[config.mk]
export PLATFORM = sky130hd
export DESIGN_NAME = eep_target
export DESIGN_NICKNAME = d
export VERILOG_FILES = /design/src/rtl/eep_pkg.sv /design/src/rtl/eep_sync.sv /design/src/rtl/eep_mem.sv /design/src/rtl/eep_link.sv /design/src/rtl/eep_target.sv
export SDC_FILE = /design/constraint.sdc
export NUM_CORES = 2
export LEC_CHECK = 0
export BUFFER_PORTS_ARGS = -buffer_cell sky130_fd_sc_hd__buf_4
export CAP_MARGIN = 25
export CORE_MARGIN = 2
export CORE_UTILIZATION = 60
export CTS_CLUSTER_SIZE = 16
export DETAILED_ROUTE_END_ITERATION = 7
export PLACE_DENSITY = 0.76
export SLEW_MARGIN = 20
export SYNTH_ARGS = -nofsm -noshare
export SYNTH_HDL_FRONTEND = slang
export SYNTH_HIERARCHICAL = 1
export SYNTH_SLANG_ARGS = --single-unit
export TNS_END_PERCENT = 100
[constraint.sdc]
create_clock -name clk_i -period 3.1 [get_ports clk_i]
set_clock_uncertainty 0.05 [all_clocks]
set_input_delay 0.62 -clock clk_i [delete_from_list [all_inputs] [get_ports clk_i]]
set_output_delay 0.62 -clock clk_i [all_outputs]
set_load 0.01 [all_outputs]
[src/rtl/eep_pkg.sv]
package eep_pkg;
  localparam int BYTE_W = 8;

  typedef enum logic [3:0] {
    ST_IDLE, ST_ADDR, ST_AACK, ST_WADR, ST_WACK,
    ST_WDAT, ST_DACK, ST_RDAT, ST_RACK, ST_LDAT, ST_LACK
  } link_st_e;

  typedef enum logic [1:0] {
    TGT_NONE, TGT_MEM_W, TGT_MEM_R, TGT_CTL
  } tgt_e;
endpackage

[src/rtl/eep_sync.sv]
module eep_sync #(
  parameter int STAGES = 2
) (
  input  logic clk_i,
  input  logic rst_ni,
  input  logic scl_i,
  input  logic sda_i,
  output logic scl_o,
  output logic sda_o,
  output logic scl_rise_o,
  output logic scl_fall_o,
  output logic start_o,
  output logic stop_o
);
  localparam int NLINE = 2;

  logic [NLINE-1:0] raw, synced, prev;
  assign raw = {scl_i, sda_i};

  for (genvar g = 0; g < NLINE; g++) begin : g_line
    logic [STAGES-1:0] pipe;
    always_ff @(posedge clk_i or negedge rst_ni) begin
      if (!rst_ni) begin
        pipe    <= '1;
        prev[g] <= 1'b1;
      end else begin
        pipe    <= {pipe[STAGES-2:0], raw[g]};
        prev[g] <= pipe[STAGES-1];
      end
    end
    assign synced[g] = pipe[STAGES-1];
  end

  assign scl_o      = synced[1];
  assign sda_o      = synced[0];
  assign scl_rise_o = synced[1] & ~prev[1];
  assign scl_fall_o = ~synced[1] & prev[1];
  // SDA edges while SCL held high
  assign start_o    = synced[1] & prev[1] & prev[0] & ~synced[0];
  assign stop_o     = synced[1] & prev[1] & ~prev[0] & synced[0];
endmodule

[src/rtl/eep_mem.sv]
module eep_mem #(
  parameter int AW = 8
) (
  input  logic                      clk_i,
  input  logic                      rst_ni,
  input  logic                      we_i,
  input  logic [AW-1:0]             waddr_i,
  input  logic [eep_pkg::BYTE_W-1:0] wdata_i,
  input  logic                      lock_i,
  input  logic [AW-1:0]             raddr_i,
  output logic [eep_pkg::BYTE_W-1:0] rdata_o
);
  localparam int DEPTH = 1 << AW;

  logic [eep_pkg::BYTE_W-1:0] mem [DEPTH];
  logic wr_ok;

  // upper half frozen once locked
  assign wr_ok = we_i & ~(lock_i & waddr_i[AW-1]);

  always_ff @(posedge clk_i or negedge rst_ni) begin
    if (!rst_ni) begin
      for (int i = 0; i < DEPTH; i++) mem[i] <= '0;
    end else if (wr_ok) begin
      mem[waddr_i] <= wdata_i;
    end
  end

  assign rdata_o = mem[raddr_i];
endmodule

[src/rtl/eep_link.sv]
module eep_link
  import eep_pkg::*;
#(
  parameter int         AW       = 8,
  parameter logic [6:0] MEM_BASE = 7'h50,
  parameter logic [6:0] CTL_BASE = 7'h30,
  parameter int         SEL_W    = 3
) (
  input  logic              clk_i,
  input  logic              rst_ni,
  input  logic              sda_i,
  input  logic              scl_rise_i,
  input  logic              scl_fall_i,
  input  logic              start_i,
  input  logic              stop_i,
  input  logic [BYTE_W-1:0] rdata_i,
  output logic              sda_oe_o,
  output logic              we_o,
  output logic [AW-1:0]     waddr_o,
  output logic [BYTE_W-1:0] wdata_o,
  output logic [AW-1:0]     ptr_o,
  output logic              lock_o,
  output link_st_e          state_o
);
  localparam int CW = $clog2(BYTE_W + 1);
  localparam logic [CW-1:0] FULL = CW'(BYTE_W);

  link_st_e          st;
  tgt_e              tgt;
  logic [BYTE_W-1:0] sh, tx;
  logic [CW-1:0]     cnt;
  logic [AW-1:0]     ptr;
  logic              lock, oe, we;
  logic [AW-1:0]     wadr;
  logic [BYTE_W-1:0] wdat;

  logic mem_hit, ctl_hit, rw, byte_done;
  assign mem_hit   = sh[7:SEL_W+1] == MEM_BASE[6:SEL_W];
  assign ctl_hit   = sh[7:SEL_W+1] == CTL_BASE[6:SEL_W];
  assign rw        = sh[0];
  assign byte_done = scl_fall_i && (cnt == FULL);

  always_ff @(posedge clk_i or negedge rst_ni) begin
    if (!rst_ni) begin
      st   <= ST_IDLE;
      tgt  <= TGT_NONE;
      sh   <= '0;
      tx   <= '0;
      cnt  <= '0;
      ptr  <= '0;
      lock <= 1'b0;
      oe   <= 1'b0;
      we   <= 1'b0;
      wadr <= '0;
      wdat <= '0;
    end else begin
      we <= 1'b0;
      if (start_i) begin
        st  <= ST_ADDR;
        cnt <= '0;
        oe  <= 1'b0;
      end else if (stop_i) begin
        st <= ST_IDLE;
        oe <= 1'b0;
      end else begin
        unique case (st)
          ST_ADDR, ST_WADR, ST_WDAT, ST_LDAT: begin
            if (scl_rise_i) begin
              sh  <= {sh[BYTE_W-2:0], sda_i};
              cnt <= cnt + CW'(1);
            end else if (byte_done) begin
              cnt <= '0;
              oe  <= 1'b1;
              unique case (st)
                ST_ADDR: begin
                  if (mem_hit) begin
                    tgt <= rw ? TGT_MEM_R : TGT_MEM_W;
                    st  <= ST_AACK;
                  end else if (ctl_hit && !rw && !lock) begin
                    tgt <= TGT_CTL;
                    st  <= ST_AACK;
                  end else begin
                    oe <= 1'b0;
                    st <= ST_IDLE;
                  end
                end
                ST_WADR: begin
                  ptr <= sh[AW-1:0];
                  st  <= ST_WACK;
                end
                ST_WDAT: begin
                  we   <= 1'b1;
                  wadr <= ptr;
                  wdat <= sh;
                  ptr  <= ptr + AW'(1);
                  st   <= ST_DACK;
                end
                default: begin
                  lock <= 1'b1;
                  st   <= ST_LACK;
                end
              endcase
            end
          end
          ST_AACK: begin
            if (scl_fall_i) begin
              cnt <= '0;
              unique case (tgt)
                TGT_MEM_W: begin oe <= 1'b0; st <= ST_WADR; end
                TGT_CTL:   begin oe <= 1'b0; st <= ST_LDAT; end
                TGT_MEM_R: begin
                  tx  <= rdata_i;
                  oe  <= ~rdata_i[BYTE_W-1];
                  ptr <= ptr + AW'(1);
                  st  <= ST_RDAT;
                end
                default: begin oe <= 1'b0; st <= ST_IDLE; end
              endcase
            end
          end
          ST_WACK, ST_DACK: begin
            if (scl_fall_i) begin
              oe  <= 1'b0;
              cnt <= '0;
              st  <= ST_WDAT;
            end
          end
          ST_LACK: begin
            if (scl_fall_i) begin
              oe <= 1'b0;
              st <= ST_IDLE;
            end
          end
          ST_RDAT: begin
            if (scl_rise_i) begin
              cnt <= cnt + CW'(1);
            end else if (scl_fall_i) begin
              if (cnt == FULL) begin
                oe  <= 1'b0;
                cnt <= '0;
                st  <= ST_RACK;
              end else begin
                oe <= ~tx[BYTE_W-2];
                tx <= {tx[BYTE_W-2:0], 1'b0};
              end
            end
          end
          ST_RACK: begin
            if (scl_rise_i) begin
              sh <= {sh[BYTE_W-2:0], sda_i};
            end else if (scl_fall_i) begin
              if (!sh[0]) begin
                tx  <= rdata_i;
                oe  <= ~rdata_i[BYTE_W-1];
                ptr <= ptr + AW'(1);
                cnt <= '0;
                st  <= ST_RDAT;
              end else begin
                st <= ST_IDLE;
              end
            end
          end
          default: ;
        endcase
      end
    end
  end

  assign sda_oe_o = oe;
  assign we_o     = we;
  assign waddr_o  = wadr;
  assign wdata_o  = wdat;
  assign ptr_o    = ptr;
  assign lock_o   = lock;
  assign state_o  = st;
endmodule

[src/rtl/eep_target.sv]
module eep_target
  import eep_pkg::*;
#(
  parameter int         AW          = 8,
  parameter logic [6:0] MEM_BASE    = 7'h50,
  parameter logic [6:0] CTL_BASE    = 7'h30,
  parameter int         SEL_W       = 3,
  parameter int         SYNC_STAGES = 2
) (
  input  logic clk_i,
  input  logic rst_ni,
  input  logic scl_i,
  input  logic sda_i,
  output logic sda_oe_o
);
  logic              scl_s, sda_s, scl_rise, scl_fall, bus_start, bus_stop;
  logic              mem_we, lock;
  logic [AW-1:0]     mem_waddr, rd_ptr;
  logic [BYTE_W-1:0] mem_wdata, mem_rdata;
  link_st_e          link_st;

  eep_sync #(.STAGES(SYNC_STAGES)) u_sync (
    .clk_i      (clk_i),
    .rst_ni     (rst_ni),
    .scl_i      (scl_i),
    .sda_i      (sda_i),
    .scl_o      (scl_s),
    .sda_o      (sda_s),
    .scl_rise_o (scl_rise),
    .scl_fall_o (scl_fall),
    .start_o    (bus_start),
    .stop_o     (bus_stop)
  );

  eep_link #(
    .AW(AW), .MEM_BASE(MEM_BASE), .CTL_BASE(CTL_BASE), .SEL_W(SEL_W)
  ) u_link (
    .clk_i      (clk_i),
    .rst_ni     (rst_ni),
    .sda_i      (sda_s),
    .scl_rise_i (scl_rise),
    .scl_fall_i (scl_fall),
    .start_i    (bus_start),
    .stop_i     (bus_stop),
    .rdata_i    (mem_rdata),
    .sda_oe_o   (sda_oe_o),
    .we_o       (mem_we),
    .waddr_o    (mem_waddr),
    .wdata_o    (mem_wdata),
    .ptr_o      (rd_ptr),
    .lock_o     (lock),
    .state_o    (link_st)
  );

  eep_mem #(.AW(AW)) u_mem (
    .clk_i   (clk_i),
    .rst_ni  (rst_ni),
    .we_i    (mem_we),
    .waddr_i (mem_waddr),
    .wdata_i (mem_wdata),
    .lock_i  (lock),
    .raddr_i (rd_ptr),
    .rdata_o (mem_rdata)
  );
endmodule

# [After elaboration in Yosys (flattened, before gate mapping)]
# Cells that the tools add are included.
[totals] ff_bits=2106 input_bits=4 output_inout_bits=1 wordCells=451
[op_classes] add_sub_neg=2 n_lt_le_gt_ge=3 eq_ne=47 mux=79 n_bitwise=22 n_reduce_logical=27
[ops] operator="$bwmux 2048" count=1
[ops] operator="$mux 4" count=23
[ops] operator="$mux 8" count=10
[ops] operator="$bmux 8 s8" count=1
[ops] operator="$demux 8 s8" count=1
[ops] operator="$mux 7" count=8
[ops] operator="$ne 4x3->1 const B" count=10
[ops] operator="$reduce_and 11->1" count=3
[ops] operator="$pmux 4 s3" count=2
[ops] operator="$pmux 4 s6" count=1
[ops] operator="$pmux 8 s3" count=1
[ops] operator="$mux 1" count=22
[ops] operator="$pmux 7 s3" count=1
[ops] operator="$eq 4x3->1 const B" count=5
[ops] operator="$eq 4x4->1 const B" count=5
[ops] operator="$ge 9x9->1 const B" count=2
[ops] operator="$not 8->9" count=2
[ops] operator="$ne 4x4->1 const B" count=4
[ops] operator="$pmux 4 s4" count=1
[ops] operator="$pmux 8 s2" count=1
[ops] operator="$ne 2x2->1 const B" count=6
[ops] operator="$reduce_and 6->1" count=2
[ops] operator="$not 1->1" count=11
[ops] operator="$ne 2x1->1 const B" count=5
[ops] operator="30 further kinds" count=52

# [Logic depth before layout (Yosys ltp)]
[logic_depth] word_depth=11 ltp_mapped=14 ltp_nobuf=9

# [By module]
# Netlist, hierarchy kept.
[modules_own_cells] module="eep_mem" instances=1 cells_each=6048 area_each_um2=93455.9 seq_area_each_um2=51249.2
[modules_own_cells] module="eep_link" instances=1 cells_each=294 area_each_um2=3061.7 seq_area_each_um2=1301.2
[modules_own_cells] module="eep_sync" instances=1 cells_each=10 area_each_um2=190.2 seq_area_each_um2=157.7

# [Worst setup path after synthesis]
# Ideal clock, no wire load.
[synth_timing] path_type="register -> register" startpoint="register u_link.ptr[0], in the netlist u_link/ptr_o[0]" endpoint="register u_link.tx[2]" setup_ns=0.125 t_arrival_ns=2.684 t_required_ns=2.925 slack_ns=0.241 path_stages_with_launch=12 path_buffers=4 period_less_slack_ns=2.859 path_cell_list="dfrtp_1 buf_6 buf_12 buf_6 buf_6 mux4_2 a22oi_1 a21oi_1 nor4_1 nor4b_2 mux2_2 mux2_2"
[synth_via] elab_chain_cells=8 elab_cells_between_ends=10 classes_between="mux: 9; bitwise: 1"
[synth_rtl] item="from (decl)" line="eep_link.sv:32" text="logic [AW-1:0] ptr;"
[synth_rtl] item="from (signal assigned)" line="eep_link.sv:88" text="ptr <= sh[AW-1:0];"
[synth_rtl] item="from (signal assigned)" line="eep_link.sv:95" text="ptr <= ptr + AW'(1);"
[synth_rtl] item="from (signal assigned)" line="eep_link.sv:114" text="ptr <= ptr + AW'(1);"
[synth_rtl] item="$not 8->9 (implied by the code) *" line="eep_mem.sv:29" text="assign rdata_o = mem[raddr_i];"
[synth_rtl] item="$bmux 8 s8 *" line="eep_mem.sv:29"
[synth_rtl] item="$mux 8 (implied by the code) * (2 in a row)" line="eep_mem.sv:29"
[synth_rtl] item="net mem_rdata[2]" line="eep_target.sv:19" text="logic [BYTE_W-1:0] mem_wdata, mem_rdata;"
[synth_rtl] item="$mux 7" line="eep_link.sv:152" text="if (!sh[0]) begin"
[synth_rtl] item="$mux 7" line="eep_link.sv:151" text="end else if (scl_fall_i) begin"
[synth_rtl] item="$mux 7" line="eep_link.sv:149" text="if (scl_rise_i) begin"
[synth_rtl] item="$pmux 7 s3 *" line="eep_link.sv:66" text="unique case (st)"
[synth_rtl] item="to (signal assigned)" line="eep_link.sv:112" text="tx <= rdata_i;"
[synth_rtl] item="to (signal assigned)" line="eep_link.sv:144" text="tx <= {tx[BYTE_W-2:0], 1'b0};"
[synth_rtl] item="to (signal assigned)" line="eep_link.sv:153" text="tx <= rdata_i;"
[synth_rtl] item="to (decl)" line="eep_link.sv:30" text="logic [BYTE_W-1:0] sh, tx;"
# The timed path passes the listed nets; every way through them passes the cells marked *. The select of a mux whose other input is x is not followed.
# A chain may end at the register's enable or synchronous reset.

# [Worst setup path in the final report]
# Ends and elaborated chain as after synthesis.

==> results.toml <==
[outcome]
outcome = "finished, violations left"
violations = "negative setup slack"

[logic_synthesis]
syn-instance-count = 6352
postSynthNetCount = 6362
synth_edf_count = 0
synth_compound_area_frac = 0.0370
syn_avg_cell_area_um2 = 15.2
synthMuxAreaShare = 0.361
synthAdderAreaFrac = 0.000776
yosys.area_share.simple = 0.0286
synth-seq-area-share = 0.545
synth.ff_latch_count = 2106
synthTopCellsByArea = "dfrtp_1 54%, mux2_2 24%, mux4_2 10%"
dominantRegCellSynth = "dfrtp_1"
synth.top_cell.area_share = 0.543
netlist_area_um2 = 96700
synth_xor_area_frac = 0
async_flop_share = 1.00
yosysWarnings = 6
synth_top_area_cell = "dfrtp_1"
synth_cell_type_count = 84
synth_top_family_by_area = "multiplexers"

[sta]
fin_crit_ns = 3.39
max_slew_margin = 0.295
rsz0062_at_grt = "true"
slew_viol_final = 0
hold_viol_final = 0
fin_ws_ns = -0.292
max_freq_ghz = 0.295
post-route-period-util = 1.09
finalSetupViolations = 7
fin_tns_setup_ns = -1.36
tightest_slew_ns = 1.06

[power]
ir_drop_mv = 0.770
power.density_nw_per_um2 = 657
p_leak_nw = 53.3

[global_route]
grt_pass1_wl_um = 390000
grt_util_all_layers = 0.313
grt_pass1_vias = 61900
grt.busiest_layer = "met2"
grt_max_degree = 117
overflow = 0
antenna_found_initial = 2
met3_usage = 0.0552
grt_use_met1 = 0.436
grt.met2_usage = 0.492

[clocking]
clk-insertion-delay-late_ns = 0.87
clock_sinks = 2106
htreeDepth = 4
cts_root_buf = "clkbuf_16"
cts_tree = "done"
clkTransAtPathRegs_ns = 0.06
cts_buffers = 212
cts.path.max_buffers = 3

[routing]
drt_wl_total_um = 253000
wl_per_cell_um = 28.1
vias = 58700
vias_per_cell = 6.52
drt_iter0_markers = 5199
drc = 0
postRouteAntennaNets = 0
drt-pass1-iter-count = 7

[job]
maxCapViolCount = 0

[cells_and_area]
layout_commonest_cell = "dfrtp_1"
drive_above_1_share = 0.543
mostFrequentLayoutCells = "2087 x dfrtp_1, 2044 x mux2_2, 436 x mux4_2"
n_fill_cell = 10500
area.growth.synth_to_final_pct = 15.3
nets = 6666
regArea_um2 = 52700
stdcell_count = 9000
multi_input_area_um2 = 42500

[die]
core_um2 = 160000
die_y_um = 405
ios = 5
die_area_um2 = 164000
initial_core_util = 0.603
dieWidth_um = 405
rows = 147

[critical_path]
crit_path_end_kind = "register"
criticalPathCategory = "register to register"
critPathRequiredTime_ns = 3.80
start_kind = "register"
cp_data_arrival_time_ns = 4.09
path_max_fanout = 10

[placed_design]
dp_cells = 8523
port_buffers = 4
dp_hpwl_um = 163000
gp_congestion = 0.921

[hold_path]
holdCritPathClass = "input port to async pin"
==> worst max-delay path, stage by stage (launching register included) <==
cell     delay (ns)
dfrtp_4        0.44
buf_8          0.14
buf_12         0.17
buf_16         0.16
buf_12         0.16
buf_4          0.18
mux4_2         0.52
a22o_1         0.29
nor4_1         0.32
o21ai_2        0.15
nor4b_2        0.19
mux2_4         0.25
mux2_4         0.25
==> routing by layer <==
layer | share of wire | wire length (um)
met2 | 0.48 | 121000
met4 | 0.043 | 11000
met5 | 0 | 0
met3 | 0.065 | 16300
met1 | 0.41 | 104000
==> area by class of cell <==
cell class | instances | area share
sequential | 2106 | 0.473
multi-input combinational | 3742 | 0.382
timing repair buffer | 579 | 0.0565
clock buffer | 319 | 0.0564
tap | 2160 | 0.0242
clock inverter | 77 | 0.00759
inverter | 15 | 0.000505
antenna | 2 | 0.0000449
==> power breakdown <==
| part | internal [mW] | total, mW | switching (mW) |
|---|---|---|---|
| clock network | 15.0 | 25.9 | 11.0 |
| logic | 8.74 | 19.3 | 10.5 |
| registers | 27.7 | 28.0 | 0.352 |
| total | 51.4 | 73.2 | 21.8 |
==> synthesized netlist by cell type, types with 13 or more instances <==
library cell	number
mux2_1	38
nand2_1	246
buf_4	28
buf_1	15
or2_2	13
mux4_2	431
o21ai_0	26
a22oi_1	186
nand3_1	19
a21o_1	13
nor2b_1	20
buf_12	16
inv_1	14
nand2b_1	29
buf_6	22
a21oi_1	137
nor4_1	23
clkbuf_1	312
a211oi_1	31
nor2_2	41
buf_2	84
mux4_1	21
o22ai_1	26
nor2_1	77
mux2_2	2051
dfrtp_1	2100
mux2i_1	115
nor3_1	25
o221ai_1	33
==> cells by family after synthesis <==
| family | after synthesis |
|---|---|
| buffers and inverters | 504 |
| multiplexers | 2656 |
| AO/OA/AOI/OAI | 517 |
| adder cells (fa/ha/maj) | 6 |
| AND/OR/NAND/NOR | 563 |
| flip-flops | 2106 |
==> registers in the layout (all words and copies together) (netlist names) <==
register            cells
u_link/cnt              4
u_link/lock_o           1
u_link/ptr_o            8
u_link/sda_oe_o         1
u_link/sh               8
u_link/state_o          4
u_link/tgt              2
u_link/tx               7
u_link/waddr_o          8
u_link/wdata_o          8
u_link/we_o             1
u_mem/mem            2048
u_sync/g_line.pipe      4
u_sync/prev             2
==> worst paths after layout <==
kind                                          startpoint                 to  slack [ns]  depth (start not counted)
min in group clk_i              u_sync/g_line[1].pipe[1]     u_sync/prev[1]        0.34                          0
max in group asynchronous                         rst_ni  u_link/wdata_o[2]        1.44                          4
worst max register to register           u_link/ptr_o[0]       u_link/tx[2]       -0.29                         12
worst max-delay path                     u_link/ptr_o[0]       u_link/tx[2]       -0.29                         12
worst min register to register  u_sync/g_line[1].pipe[1]     u_sync/prev[1]        0.34                          0
worst min-delay path                              rst_ni     u_mem/mem[668]        0.34                          2
==> stage by stage <==
stage                     cell area (um^2)  hold WS, ns  total power, mW  setup slack (ns)   util
after floorplan                      96700        0.274             37.6             0.241      -
after global placement              102000        0.319             44.7             -1.06  0.636
after detailed placement            102000        0.317             44.8             -1.10  0.636
after CTS                           111000        0.336             72.7            -0.204  0.691
after global routing                111000        0.345             75.5            -0.321  0.695
final                               111000        0.336             73.2            -0.292  0.695
==> repair_timing <==
item                                    in CTS  in global routing
gates cloned                                10                  0
endpoints found under the setup margin       8                  8
buffers inserted                            48                 20
hold endpoints to repair                    49                  0
resized for setup                          217                103
pin swaps                                   55                 48
hold buffers                                 3                  0
Power figures use the tool's default switching activity.
